`src/rtl/lcd_ctrl_pkg.sv`:
```
`timescale 1ns/1ps
package lcd_ctrl_pkg;

    // Instruction bytes sent by the controller
    localparam logic [7:0] CMD_FUNC_SET = 8'h38;   // 8-bit bus, 2 lines, 5x8 font
    localparam logic [7:0] CMD_DISP_ON  = 8'h0C;   // display on, cursor off
    localparam logic [7:0] CMD_CLEAR    = 8'h01;   // clear all, address to 0
    localparam logic [7:0] CMD_ENTRY    = 8'h06;   // increment, no shift
    localparam logic       CMD_POS_FLAG = 1'b1;    // bit 7 set selects DDRAM address

    localparam int unsigned INIT_LEN = 4;

    // Minimum intervals, in nanoseconds
    localparam longint unsigned NS_POWER = 64'd20_000_000;
    localparam longint unsigned NS_CMD   = 64'd37_000;
    localparam longint unsigned NS_CLEAR = 64'd1_520_000;
    localparam longint unsigned NS_SETUP = 64'd40;
    localparam longint unsigned NS_PULSE = 64'd220;
    localparam longint unsigned NS_HOLD  = 64'd10;
    localparam longint unsigned NS_PER_S = 64'd1_000_000_000;

    // Round a time up to whole clock cycles, never below one
    function automatic int unsigned ns_to_cycles(input longint unsigned ns,
                                                 input longint unsigned hz);
        longint unsigned q;
        q = (ns * hz + NS_PER_S - 64'd1) / NS_PER_S;
        if (q == 64'd0) q = 64'd1;
        return 32'(q);
    endfunction

    // Fixed configuration sequence, in issue order
    function automatic logic [7:0] init_byte(input logic [1:0] idx);
        logic [7:0] b;
        case (idx)
            2'd0:    b = CMD_FUNC_SET;
            2'd1:    b = CMD_DISP_ON;
            2'd2:    b = CMD_CLEAR;
            default: b = CMD_ENTRY;
        endcase
        return b;
    endfunction

    typedef enum logic [2:0] {
        ST_POWER,
        ST_ISSUE,
        ST_STROBE,
        ST_GAP,
        ST_IDLE
    } seq_state_e;

    typedef enum logic [1:0] {
        PH_OFF,
        PH_SETUP,
        PH_HIGH,
        PH_HOLD
    } strobe_phase_e;

endpackage

```
`src/rtl/lcd_ddram_addr.sv`:
```
`timescale 1ns/1ps
module lcd_ddram_addr #(
    parameter int unsigned COL_W     = 6,
    parameter int unsigned COLS      = 40,
    parameter int unsigned ROW1_BASE = 64
) (
    input  logic             row,
    input  logic [COL_W-1:0] col,
    output logic [6:0]       addr
);
    localparam logic [COL_W-1:0] LAST_COL = COL_W'(COLS - 1);

    logic [COL_W-1:0] col_eff;

    always_comb begin
        col_eff = (col > LAST_COL) ? LAST_COL : col;
        addr    = (row ? 7'(ROW1_BASE) : 7'd0) + 7'(col_eff);
    end
endmodule

```
`src/rtl/lcd_wait_timer.sv`:
```
`timescale 1ns/1ps
module lcd_wait_timer #(
    parameter int unsigned W          = 8,
    parameter int unsigned RESET_LOAD = 1
) (
    input  logic         clk,
    input  logic         rst_n,
    input  logic         load,
    input  logic [W-1:0] load_val,
    output logic         expire
);
    logic [W-1:0] cnt_d, cnt_q;

    always_comb begin
        cnt_d = cnt_q;
        if (load) begin
            cnt_d = load_val;
        end else if (cnt_q != '0) begin
            cnt_d = cnt_q - W'(1);
        end
        expire = (cnt_q == W'(1));
    end

    always_ff @(posedge clk) begin
        if (!rst_n) cnt_q <= W'(RESET_LOAD);
        else        cnt_q <= cnt_d;
    end
endmodule

```
`src/rtl/lcd_bus_strobe.sv`:
```
`timescale 1ns/1ps
module lcd_bus_strobe
    import lcd_ctrl_pkg::*;
#(
    parameter int unsigned SU = 1,
    parameter int unsigned PW = 1,
    parameter int unsigned HD = 1
) (
    input  logic       clk,
    input  logic       rst_n,
    input  logic       start,
    input  logic       start_rs,
    input  logic [7:0] start_byte,
    output logic       done,
    output logic       lcd_e,
    output logic       lcd_rs,
    output logic [7:0] lcd_db
);
    localparam int unsigned MAX_A = (SU > PW) ? SU : PW;
    localparam int unsigned MAX_V = (MAX_A > HD) ? MAX_A : HD;
    localparam int unsigned PHW   = (MAX_V < 2) ? 1 : $clog2(MAX_V);

    typedef struct packed {
        strobe_phase_e    phase;
        logic [PHW-1:0]   cnt;
        logic             rs;
        logic [7:0]       db;
    } strobe_regs_t;

    strobe_regs_t s_d, s_q;

    always_comb begin
        s_d = s_q;
        case (s_q.phase)
            PH_OFF: begin
                if (start) begin
                    s_d.phase = PH_SETUP;
                    s_d.cnt   = PHW'(SU - 1);
                    s_d.rs    = start_rs;
                    s_d.db    = start_byte;
                end
            end
            PH_SETUP: begin
                if (s_q.cnt == '0) begin
                    s_d.phase = PH_HIGH;
                    s_d.cnt   = PHW'(PW - 1);
                end else begin
                    s_d.cnt = s_q.cnt - PHW'(1);
                end
            end
            PH_HIGH: begin
                if (s_q.cnt == '0) begin
                    s_d.phase = PH_HOLD;
                    s_d.cnt   = PHW'(HD - 1);
                end else begin
                    s_d.cnt = s_q.cnt - PHW'(1);
                end
            end
            PH_HOLD: begin
                if (s_q.cnt == '0) s_d.phase = PH_OFF;
                else               s_d.cnt   = s_q.cnt - PHW'(1);
            end
            default: s_d.phase = PH_OFF;
        endcase

        done   = (s_q.phase == PH_HOLD) && (s_q.cnt == '0);
        lcd_e  = (s_q.phase == PH_HIGH);
        lcd_rs = s_q.rs;
        lcd_db = s_q.db;
    end

    always_ff @(posedge clk) begin
        if (!rst_n) begin
            s_q.phase <= PH_OFF;
            s_q.cnt   <= '0;
            s_q.rs    <= 1'b0;
            s_q.db    <= 8'h00;
        end else begin
            s_q <= s_d;
        end
    end
endmodule

```
`src/rtl/lcd_char_ctrl.sv`:
```
`timescale 1ns/1ps
module lcd_char_ctrl
    import lcd_ctrl_pkg::*;
#(
    parameter longint unsigned CLK_HZ = 64'd50_000_000,
    parameter int unsigned     COL_W  = 6
) (
    input  logic             clk,
    input  logic             rst_n,
    input  logic             req_valid,
    output logic             req_ready,
    input  logic             req_kind,
    input  logic [7:0]       req_data,
    input  logic             req_row,
    input  logic [COL_W-1:0] req_col,
    output logic             lcd_rs,
    output logic             lcd_rw,
    output logic             lcd_e,
    output logic [7:0]       lcd_db
);
    localparam int unsigned T_POWER = ns_to_cycles(NS_POWER, CLK_HZ);
    localparam int unsigned T_CMD   = ns_to_cycles(NS_CMD,   CLK_HZ);
    localparam int unsigned T_CLR   = ns_to_cycles(NS_CLEAR, CLK_HZ);
    localparam int unsigned T_SU    = ns_to_cycles(NS_SETUP, CLK_HZ);
    localparam int unsigned T_PW    = ns_to_cycles(NS_PULSE, CLK_HZ);
    localparam int unsigned T_HD    = ns_to_cycles(NS_HOLD,  CLK_HZ);
    localparam int unsigned TW      = $clog2(T_POWER + 1);
    localparam logic [1:0]  LAST_IDX = 2'(INIT_LEN - 1);

    typedef struct packed {
        seq_state_e  st;
        logic [1:0]  idx;
        logic        in_init;
        logic        cmd_rs;
        logic [7:0]  cmd_byte;
    } seq_regs_t;

    seq_regs_t r_d, r_q;

    logic          strobe_start;
    logic          strobe_done;
    logic          tmr_load;
    logic [TW-1:0] tmr_val;
    logic          tmr_expire;
    logic [6:0]    pos_addr;

    lcd_ddram_addr #(
        .COL_W     (COL_W),
        .COLS      (40),
        .ROW1_BASE (64)
    ) u_addr (
        .row  (req_row),
        .col  (req_col),
        .addr (pos_addr)
    );

    lcd_wait_timer #(
        .W          (TW),
        .RESET_LOAD (T_POWER)
    ) u_timer (
        .clk      (clk),
        .rst_n    (rst_n),
        .load     (tmr_load),
        .load_val (tmr_val),
        .expire   (tmr_expire)
    );

    lcd_bus_strobe #(
        .SU (T_SU),
        .PW (T_PW),
        .HD (T_HD)
    ) u_strobe (
        .clk        (clk),
        .rst_n      (rst_n),
        .start      (strobe_start),
        .start_rs   (r_q.cmd_rs),
        .start_byte (r_q.cmd_byte),
        .done       (strobe_done),
        .lcd_e      (lcd_e),
        .lcd_rs     (lcd_rs),
        .lcd_db     (lcd_db)
    );

    always_comb begin
        r_d          = r_q;
        strobe_start = 1'b0;
        tmr_load     = 1'b0;
        tmr_val      = TW'(T_CMD);

        case (r_q.st)
            ST_POWER: begin
                if (tmr_expire) begin
                    r_d.st       = ST_ISSUE;
                    r_d.idx      = 2'd0;
                    r_d.in_init  = 1'b1;
                    r_d.cmd_rs   = 1'b0;
                    r_d.cmd_byte = init_byte(2'd0);
                end
            end
            ST_ISSUE: begin
                strobe_start = 1'b1;
                r_d.st       = ST_STROBE;
            end
            ST_STROBE: begin
                if (strobe_done) begin
                    tmr_load = 1'b1;
                    if (!r_q.cmd_rs && r_q.cmd_byte == CMD_CLEAR) tmr_val = TW'(T_CLR);
                    r_d.st = ST_GAP;
                end
            end
            ST_GAP: begin
                if (tmr_expire) begin
                    if (r_q.in_init && r_q.idx != LAST_IDX) begin
                        r_d.idx      = r_q.idx + 2'd1;
                        r_d.cmd_rs   = 1'b0;
                        r_d.cmd_byte = init_byte(r_q.idx + 2'd1);
                        r_d.st       = ST_ISSUE;
                    end else begin
                        r_d.in_init = 1'b0;
                        r_d.st      = ST_IDLE;
                    end
                end
            end
            ST_IDLE: begin
                if (req_valid) begin
                    r_d.st = ST_ISSUE;
                    if (req_kind) begin
                        r_d.cmd_rs   = 1'b0;
                        r_d.cmd_byte = {CMD_POS_FLAG, pos_addr};
                    end else begin
                        r_d.cmd_rs   = 1'b1;
                        r_d.cmd_byte = req_data;
                    end
                end
            end
            default: r_d.st = ST_POWER;
        endcase

        req_ready = (r_q.st == ST_IDLE);
        lcd_rw    = 1'b0;
    end

    always_ff @(posedge clk) begin
        if (!rst_n) begin
            r_q.st       <= ST_POWER;
            r_q.idx      <= 2'd0;
            r_q.in_init  <= 1'b1;
            r_q.cmd_rs   <= 1'b0;
            r_q.cmd_byte <= 8'h00;
        end else begin
            r_q <= r_d;
        end
    end
endmodule

```
`config.mk`:
```
export PLATFORM = sky130hd
export DESIGN_NAME = lcd_char_ctrl
export DESIGN_NICKNAME = d
export VERILOG_FILES = /design/src/rtl/lcd_ctrl_pkg.sv /design/src/rtl/lcd_ddram_addr.sv /design/src/rtl/lcd_wait_timer.sv /design/src/rtl/lcd_bus_strobe.sv /design/src/rtl/lcd_char_ctrl.sv
export SDC_FILE = /design/constraint.sdc
export NUM_CORES = 1
export LEC_CHECK = 0
export BUFFER_PORTS_ARGS = -buffer_cell sky130_fd_sc_hd__buf_4
export CELL_PAD_IN_SITES_DETAIL_PLACEMENT = 1
export CELL_PAD_IN_SITES_GLOBAL_PLACEMENT = 1
export CORE_UTILIZATION = 47
export CTS_CLUSTER_SIZE = 8
export DETAILED_ROUTE_END_ITERATION = 12
export PLACE_DENSITY_LB_ADDON = 0.2
export SLEW_MARGIN = 10
export SYNTH_ARGS = -nofsm -noshare
export SYNTH_HDL_FRONTEND = slang
export SYNTH_SLANG_ARGS = --single-unit
```
`constraint.sdc`:
```
create_clock -name clk -period 4.3 [get_ports clk]
set_input_delay 0.645 -clock clk [delete_from_list [all_inputs] [get_ports clk]]
set_output_delay 0.645 -clock clk [all_outputs]
set_load 0.02 [all_outputs]
```
==> impl_metrics.yaml, run 1 <==
worst_setup_path:
  r2r.worst_path.cells: 7
  cp-end-kind: "flip-flop"
  crit_required_ns: 4.47
  critPathLaunchType: "flip-flop"
  timing.rr.start: "u_timer.cnt_q[0]"
  critPathKind: "reg2reg"
  reg2reg_setup_slack_ns: 1.69
  timing.rr.end: "u_timer.cnt_q[6]"
  cp_max_fo: 8
  critPathArrivalTime_ns: 2.79
layout:
  n_antenna_cell: 0
  fin_nets: 385
  fill_cells: 694
  final_cell_mix: "50 x dfxtp_1, 39 x nand2_1, 32 x buf_4"
  syn_to_final_growth_pct: 9.45
  drive_gt1_share_pct: 15.3
  layout_commonest_cell: "dfxtp_1"
floorplan:
  core_um2: 5680
  dieArea_um2: 6370
  die_h_um: 79.8
  pin_count: 31
  initial_core_util_pct: 50.1
  die_width_um: 79.8
  rows: 27
sta:
  rsz0062_at_grt: "no"
  finalWorstPathRequiredPeriod_ns: 2.61
  tns_ns: 0
  hold_viol_final: 0
  finalCritPeriodShare_pct: 60.8
  setup_viol: 0
  slew_violations: 0
  slew_headroom_pct: 52.6
  worst_pin_slew_ns: 0.705
  fin_skew_ns: 0.00468
  max_freq_mhz: 382
routing:
  vias: 2460
  drt_pass1_iterations: 4
  ant_nets: 0
  drt-initial-drc-count: 191
  drt-total-wl_um: 7040
  drc_errors: 0
  wl_per_cell_um: 16.6
  via_per_inst: 5.79
place:
  port_buffers: 29
  globalplace.congestion: 0.807
  dp_hpwl_um: 5270
clock_tree:
  post_cts_buffers: 0
  cts_tree: "done"
  postCtsResizedCells: 0
  ctsHoldBuffers: 0
  clkLatencyLatePin_ns: 0.30
  cts_buffer_depth: 2
  cts_sinks: 50
  cts_made_buffers: 5
  clkTransAtPathRegs_ns: 0.09
  cts_htree_levels: 2
  root_buffer: "clkbuf_8"
logic_synthesis:
  synth-seq-area-share_pct: 35.2
  synth-async-reset-ratio_pct: 0
  ys_warn_count: 0
  ys_ff_latch: 50
  synth_ff_type: "dfxtp_1"
  syn_area_per_cell_um2: 8.39
  syn_inst: 339
  syn_area_um2: 2850
  synth_edf_count: 0
  synth.distinct_cells: 65
  syn-num-nets: 371
job:
  cap_violations: 0
global_route:
  grt_start_max_net_pins: 52
  grt_pass1_vias: 2456
  grt_usage_pct: 24.9
  grt-ovfl-total: 0
  antenna_found_initial: 0
  grt_pass1_wl_um: 12300
hold_path:
  hold_end: "u_strobe.lcd_db[4]"
  min-delay-start: "u_strobe.lcd_db[4]"
  hold_class: "reg2reg"
  hold_depth: 2
power:
  power.leakage_nw: 1.16
  totalPowerFinal_mw: 1.02
  p_per_area_nw_per_um2: 327
  ir_worst_vdd_uv: 153
run_status:
  status: "completed"
## state kept, by name, summed over array words and instances, names as in the netlist
name and flops:
u_timer.cnt_q 20, u_strobe.lcd_db 8, r_q 15, u_strobe.lcd_rs 1, u_strobe.s_q 6
## cell usage after synthesis (4+ instances only)
library cell	instances	area share, %
buf_4	9	2.4
nor2b_1	7	1.5
a21boi_0	10	2.6
dfxtp_1	50	35
o221ai_1	4	1.2
o21ai_0	16	2.8
xnor2_1	10	3.1
nand3_1	11	1.9
a21oi_1	13	2.3
ha_1	13	5.7
o21a_1	5	1.3
nand2_1	39	5.1
nand3b_1	5	1.3
and2_1	5	1.1
nor4_1	5	1.1
inv_1	13	1.7
o21ai_1	8	1.4
nor3_1	8	1.4
nor2_1	19	2.5
or2_2	4	0.88
nand2b_1	5	1.1
or4_1	4	1.1
clkbuf_1	12	1.6
## worst max-delay path, stage by stage, from the launching register on
cell     delay (ns)
dfxtp_1        0.35
inv_1          0.12
ha_1           0.16
or4b_1         0.48
nor3_2         0.51
nand2_1        0.31
a21oi_1        0.42
o21ai_1        0.13
## cell type report
| cell class | count | area [µm²] | area share [%] |
|---|---|---|---|
| Clock buffer | 7 | 76.3 | 2.45 |
| Sequential cell | 50 | 1000 | 32.1 |
| Tap cell | 72 | 90.1 | 2.89 |
| Inverter | 14 | 52.6 | 1.69 |
| Multi-Input combinational cell | 250 | 1650 | 53.1 |
| Timing Repair Buffer | 32 | 240 | 7.71 |
## per-stage QoR
step / cell area [µm²] / hold WS (ns) / setup WS [ns] / instances / utilization [%]
3_5_place_dp: 3040 / 0.461 / 1.76 / 418 / 53.5
6_report: 3110 / 0.468 / 1.69 / 425 / 54.9
4_1_cts: 3110 / 0.474 / 1.71 / 425 / 54.9
5_1_grt: 3110 / 0.484 / 1.46 / 425 / 54.9
2_1_floorplan: 2850 / 0.439 / 2.13 / 339 / -
3_3_place_gp: 3040 / 0.451 / 1.89 / 418 / 53.5
## worst max-delay path by stage
| stage | start | end | slack [ns] | depth (start not counted) |
|---|---|---|---|---|
| global route | u_timer.cnt_q[0] | u_timer.cnt_q[6] | 1.46 | 7 |
| floorplan | u_timer.cnt_q[1] | r_q[4] | 2.13 | 8 |
| detailed placement | u_timer.cnt_q[0] | u_timer.cnt_q[6] | 1.76 | 7 |
| finish | u_timer.cnt_q[0] | u_timer.cnt_q[6] | 1.69 | 7 |
| CTS | u_timer.cnt_q[0] | u_timer.cnt_q[6] | 1.71 | 7 |
| global placement | u_strobe.s_q[9] | u_timer.cnt_q[1] | 1.89 | 7 |
## metal layers
metal | track usage, % | wire, µm
met1 | 36.7 | 3760
met2 | 37.0 | 2960
met3 | 3.89 | 251
met4 | 6.96 | 74
met5 | 0 | 0
## cells by family (layout without fill, tap and decap cells)
| kind of cell | Yosys count | in the layout | share of synthesized area (%) |
|---|---|---|---|
| multiplexers | 5 | 5 | 1.85 |
| XOR/XNOR | 13 | 13 | 4.00 |
| adder cells (fa/ha/maj) | 13 | 13 | 5.72 |
| AND/OR/NAND/NOR | 134 | 134 | 26.7 |
| buffers and inverters | 39 | 53 | 6.68 |
| flip-flops | 50 | 50 | 35.2 |
| AO/OA/AOI/OAI | 84 | 84 | 19.7 |
| other | 1 | 1 | 0.132 |
## where the power goes
part           total (mW)  leakage, nW  internal (mW)  switching (mW)
combinational       0.236        0.717          0.104           0.132
sequential          0.517        0.405          0.487          0.0294
clock               0.264       0.0383          0.113           0.152
Note: power is estimated with default switching activity, not from simulation.
==> run 2: changes to the inputs <==
--- a/config.mk
+++ b/config.mk
@@ -5,10 +5,11 @@
 export SDC_FILE = /design/constraint.sdc
 export NUM_CORES = 1
 export LEC_CHECK = 0
+export ABC_AREA = 1
 export BUFFER_PORTS_ARGS = -buffer_cell sky130_fd_sc_hd__buf_4
 export CELL_PAD_IN_SITES_DETAIL_PLACEMENT = 1
 export CELL_PAD_IN_SITES_GLOBAL_PLACEMENT = 1
-export CORE_UTILIZATION = 47
+export CORE_UTILIZATION = 38
 export CTS_CLUSTER_SIZE = 8
 export DETAILED_ROUTE_END_ITERATION = 12
 export PLACE_DENSITY_LB_ADDON = 0.2
==> constraint.sdc (replaced) <==
create_clock -name clk -period 2.4 [get_ports clk]
set_input_delay 0.36 -clock clk [delete_from_list [all_inputs] [get_ports clk]]
set_output_delay 0.36 -clock clk [all_outputs]
set_load 0.02 [all_outputs]
==> run 2 against run 1 <==
- critical path depth up 2
- routed wire length up 20%
- combinational power up 12%
- sequential share of layout area down 3.1 points
- clock power up 100%
- worst setup slack worse by 1.2 ns
- critical path type unchanged
- critical endpoint is now r_q[7]
- highest routed layer unchanged
==> impl_metrics.yaml, run 2 <==
run_status:
  status: "completed"
global_route:
  grt_pass1_vias: 3065
  antenna_found_initial: 0
  grt-ovfl-total: 0
  grt_start_max_net_pins: 24
  grt_pass1_wl_um: 14000
  grt_usage_pct: 20.6
sta:
  fin_skew_ns: 0.00708
  fin_ws_ns: 0.499
  setup_viol: 0
  finalCritPeriodShare_pct: 79.2
  hold_viol_final: 0
  tns_ns: 0
  max_freq_mhz: 526
  finalWorstPathRequiredPeriod_ns: 1.90
  rsz0062_at_grt: "no"
  slew_violations: 0
logic_synthesis:
  syn_area_per_cell_um2: 6.61
  synth-async-reset-ratio_pct: 0
  synth_common_cells: "127 x nand2_1, 76 x nor2_1, 50 x dfxtp_1"
  ys_warn_count: 0
  yosysTopAreaCell: "dfxtp_1"
  syn_inst: 473
  syn-num-nets: 505
  syn_area_um2: 3130
  ys_ff_latch: 50
  synth_ff_type: "dfxtp_1"
  synth_top_area_share_pct: 32.0
  synthTopCellsByArea: "dfxtp_1 32%, nand2_1 15%, nor2_1 9.1%"
  yosysMostFrequentCell: "nand2_1"
  synth_edf_count: 0
  synth.distinct_cells: 35
  synth-seq-area-share_pct: 32.0
worst_setup_path:
  critPathLaunchType: "flip-flop"
  cpPeakStageDelay_ns: 0.37
  crit_required_ns: 2.64
  cp_num_cells: 9
  critPathArrivalTime_ns: 2.14
  crit_family: "simple AND/OR/NAND/NOR gates"
  r2r.worst_path.cells: 9
  crit_chain: "nor2_2 > nand2_1 > nor2_2 > nand3_2 > nand2_4 > nand2_2 > nand2_1 > nand2_1 > nor2_1"
  critPathKind: "reg2reg"
  cp_max_fo: 23
  critical_path_buf_inv_count: 0
  crit_slowest_cell: "dfxtp_1"
  cp-end-kind: "flip-flop"
  worst_path_most_repeated_cell: "nand2_1"
floorplan:
  pin_count: 31
  dieArea_um2: 8600
  rows: 32
  initial_core_util_pct: 39.8
  die_h_um: 92.7
  core_um2: 7850
  die_width_um: 92.7
layout:
  n_antenna_cell: 0
  drive_gt1_share_pct: 15.3
  regMostFlops: "u_timer.cnt_q"
  syn_to_final_growth_pct: 10.2
  largest_register_ffs: 20
  final_cell_mix: "127 x nand2_1, 76 x nor2_1, 50 x dfxtp_1"
  regArea_um2: 1000
  stdcell_area_um2: 3450
  layout_commonest_cell: "nand2_1"
  fill_cells: 1067
  instances_no_fill: 592
  multi_input_area_um2: 1830
  fin_nets: 521
routing:
  drt_pass1_iterations: 4
  wl_per_cell_um: 14.2
  vias: 3006
  drt-initial-drc-count: 87
  drt-total-wl_um: 8430
  drc_errors: 0
  via_per_inst: 5.08
  ant_nets: 0
power:
  p_per_area_nw_per_um2: 489
  power.leakage_nw: 1.50
  totalPowerFinal_mw: 1.68
  ir_worst_vdd_uv: 272
place:
  pre_cts_ws_ns: 0.507
  port_buffers: 29
  dp_hpwl_um: 6680
  globalplace.congestion: 0.823
  dpl_cell_area_um2: 3350
  dp.cells: 584
clock_tree:
  cts_htree_levels: 2
  clkTransAtPathRegs_ns: 0.10
  clkLatencyLatePin_ns: 0.30
  cts_sinks: 50
  postCtsResizedCells: 0
  root_buffer: "clkbuf_8"
  ctsHoldBuffers: 0
  cts_buffer_depth: 2
  cts_tree: "done"
  post_cts_buffers: 0
  cts_made_buffers: 5
hold_path:
  hold_class: "in2reg"
  hold_depth: 2
job:
  cap_violations: 0
## run 2: final cells by class
type                    count  share of cell area [%]
clock inverters             2                   0.508
well taps                 102                    3.70
flip-flops and latches     50                    29.0
inverters                  40                    4.39
multi-input cells         361                    53.2
clock buffers               6                    2.40
repair buffers             31                    6.75
## run 2: kinds of logic (layout without fill, tap and decap cells)
group / count (synthesis) / count (layout) / share of synthesized area [%]
buffers and inverters: 62 / 79 / 9.36
AOI/OAI and AO/OA: 54 / 54 / 9.64
xor gates and xnor gates: 8 / 8 / 2.24
and+or+nand+nor: 285 / 285 / 41.4
adders and majority gates: 13 / 13 / 5.20
other: 1 / 1 / 0.120
DFF: 50 / 50 / 32.0
## run 2: stage by stage
stage / hold slack, ns / util (%)
CTS: 0.370 / 43.9
finish: 0.377 / 43.9
detailed placement: 0.457 / 42.6
global placement: 0.452 / 42.6
global route: 0.367 / 43.9
floorplan: 0.441 / -
## run 2: worst paths after layout
| path | to | slack [ns] | start |
|---|---|---|---|
| setup reg to reg | r_q[7] | 0.50 | u_timer.cnt_q[9] |
| hold / removal | u_timer.cnt_q[16] | 0.38 | rst_n |
| setup / recovery | r_q[7] | 0.50 | u_timer.cnt_q[9] |
| hold reg to reg | u_strobe.lcd_db[5] | 0.47 | u_strobe.lcd_db[5] |
## run 2: worst register-to-register path, stage by stage, from the launching register on
cell and delay, ns:
dfxtp_1 0.37, nor2_2 0.21, nand2_1 0.12, nor2_2 0.28
nand3_2 0.19, nand2_4 0.27, nand2_2 0.17, nand2_1 0.09
nand2_1 0.05, nor2_1 0.10
## run 2: layer usage
metal | wire (µm) | share of wire, % | global-route usage (%)
met5 | 0 | 0 | 0
met4 | 119 | 1.4 | 5.38
met3 | 109 | 1.3 | 2.79
met2 | 4580 | 54 | 40.2
met1 | 3620 | 43 | 23.1
## run 2: where the power goes
part / leakage, nW / switching [mW] / internal, mW
Sequential: 0.405 / 0.0294 / 0.855
Combinational: 1.05 / 0.172 / 0.0925
Clock: 0.0514 / 0.298 / 0.238
==> run 3: changes to the inputs <==
==> constraint.sdc (replaced) <==
create_clock -name clk -period 1.7 [get_ports clk]
set_input_delay 0.255 -clock clk [delete_from_list [all_inputs] [get_ports clk]]
set_output_delay 0.255 -clock clk [all_outputs]
set_load 0.02 [all_outputs]
==> run 3 against run 2 <==
- die area unchanged
- combinational power up 50%
- sequential share of layout area down 1.7 points
- clock skew up 0.0022 ns
- worst setup slack worse by 0.40 ns
- sequential cell count unchanged
- final area up 6.5%
- register-to-register slack worse by 0.37 ns
==> impl_metrics.yaml, run 3 (same netlist as run 2, synthesis figures left out) <==
power:
  power.leakage_nw: 1.62
  totalPowerFinal_mw: 2.47
  ir_worst_vdd_uv: 265
  p_per_area_nw_per_um2: 674
routing:
  wl_per_cell_um: 14.3
  ant_nets: 0
  vias: 3083
  via_per_inst: 5.03
  drc_errors: 0
  drt-initial-drc-count: 62
  drt_pass1_iterations: 4
  drt-total-wl_um: 8760
layout:
  largest_register_ffs: 20
  drive_gt1_share_pct: 21.3
  layout_commonest_cell: "nand2_1"
  n_antenna_cell: 0
  final_cell_mix: "124 x nand2_1, 73 x nor2_1, 52 x buf_4"
  fin_nets: 542
  regMostFlops: "u_timer.cnt_q"
  syn_to_final_growth_pct: 17.4
  fill_cells: 1067
floorplan:
  core_um2: 7850
  pin_count: 31
  die_h_um: 92.7
  initial_core_util_pct: 39.8
  die_width_um: 92.7
  dieArea_um2: 8600
  rows: 32
clock_tree:
  cts_tree: "done"
  cts_buffer_depth: 2
  clkLatencyLatePin_ns: 0.31
  cts_htree_levels: 2
  clkTransAtPathRegs_ns: 0.09
  cts_sinks: 50
  cts_made_buffers: 5
  root_buffer: "clkbuf_8"
place:
  dp_hpwl_um: 7000
  globalplace.congestion: 0.824
  port_buffers: 29
sta:
  max_freq_mhz: 624
  setup_viol: 0
  fin_skew_ns: 0.00925
  finalCritPeriodShare_pct: 94.2
  finalWorstPathRequiredPeriod_ns: 1.60
  fin_hold_ws_ns: 0.331
  rsz0062_at_grt: "yes"
  hold_viol_final: 0
  slew_violations: 0
hold_path:
  hold_class: "in2reg"
worst_setup_path:
  cp_max_fo: 10
  cp-end-kind: "output pin"
  crit_slowest_cell: "dfxtp_1"
  critical_path_buf_inv_count: 3
  critPathArrivalTime_ns: 1.35
  critPathLaunchType: "flip-flop"
  crit_family: "buffers and inverters"
  worst_path_most_repeated_cell: "buf_4"
  critPathKind: "reg2out"
  crit_chain: "nor2_4 > nand2_1 > buf_4 > inv_1 > buf_4"
  crit_required_ns: 1.44
  cpPeakStageDelay_ns: 0.38
global_route:
  grt_pass1_vias: 3245
  grt_pass1_wl_um: 15000
  grt-ovfl-total: 0
  antenna_found_initial: 0
  grt_usage_pct: 22.0
  grt_start_max_net_pins: 23
run_status:
  status: "completed"
job:
  cap_violations: 0
## run 3: path summary, 6_finish.rpt
check | endpoint | startpoint | cells after the start | slack, ns
hold / removal | r_q[8] | req_kind | 4 | 0.33
setup / recovery | req_ready | r_q[13] | 5 | 0.1
hold reg to reg | u_strobe.lcd_db[3] | u_strobe.lcd_db[3] | 2 | 0.47
setup reg to reg | u_timer.cnt_q[11] | u_timer.cnt_q[3] | 8 | 0.13
## run 3: per-stage QoR
step / std cells / utilization, % / TNS, ns / instance area [µm²] / worst slack [ns]
after CTS: 608 / 45.7 / 0 / 3590 / 0.00701
after floorplan: 473 / - / 0 / 3130 / 0.274
final: 613 / 46.8 / 0 / 3670 / 0.0986
after global placement: 600 / 44.2 / 0 / 3470 / 0.0206
after detailed placement: 600 / 44.2 / -0.0597 / 3470 / -0.0375
after global routing: 613 / 46.8 / -0.0167 / 3670 / -0.0167
## run 3: cell type report
cell class / instances / area (µm²) / area share, %
clock buffer: 8 / 110 / 3.00
inverter: 40 / 151 / 4.13
multi-input combinational: 361 / 1890 / 51.4
sequential: 50 / 1000 / 27.3
tap: 102 / 128 / 3.48
timing repair buffer: 52 / 390 / 10.6
## run 3: routing by layer
layer  vias up  share of wire [%]  wire length (µm)  GRT usage (%)
met3         8                1.6               144           3.61
met1      1481                 42              3690           24.9
met2        20                 55              4840           42.0
li1       1574                  -                 -              -
met4         0                1.1                96           5.77
met5         -                  0                 0              0
## run 3: tightest hold or removal path, delay by kind of cell
kind / cells / cell delay (ns)
compound gates: 1 / 0.05
buf+inv: 1 / 0.14
simple gates: 2 / 0.14
## run 3: where the power goes
part | internal, mW | switching (mW) | total (mW)
Clock | 0.412 | 0.416 | 0.828
Sequential | 1.21 | 0.0416 | 1.25
Combinational | 0.146 | 0.250 | 0.395
## run 3: repair_timing
action / 4_1_cts / 5_1_grt
buffers inserted: 0 / 5
resized for setup: 4 / 15
cloned: 0 / 0
endpoints found under the setup margin: 7 / 37
pin swaps: 0 / 2
hold buffers: 0 / 0
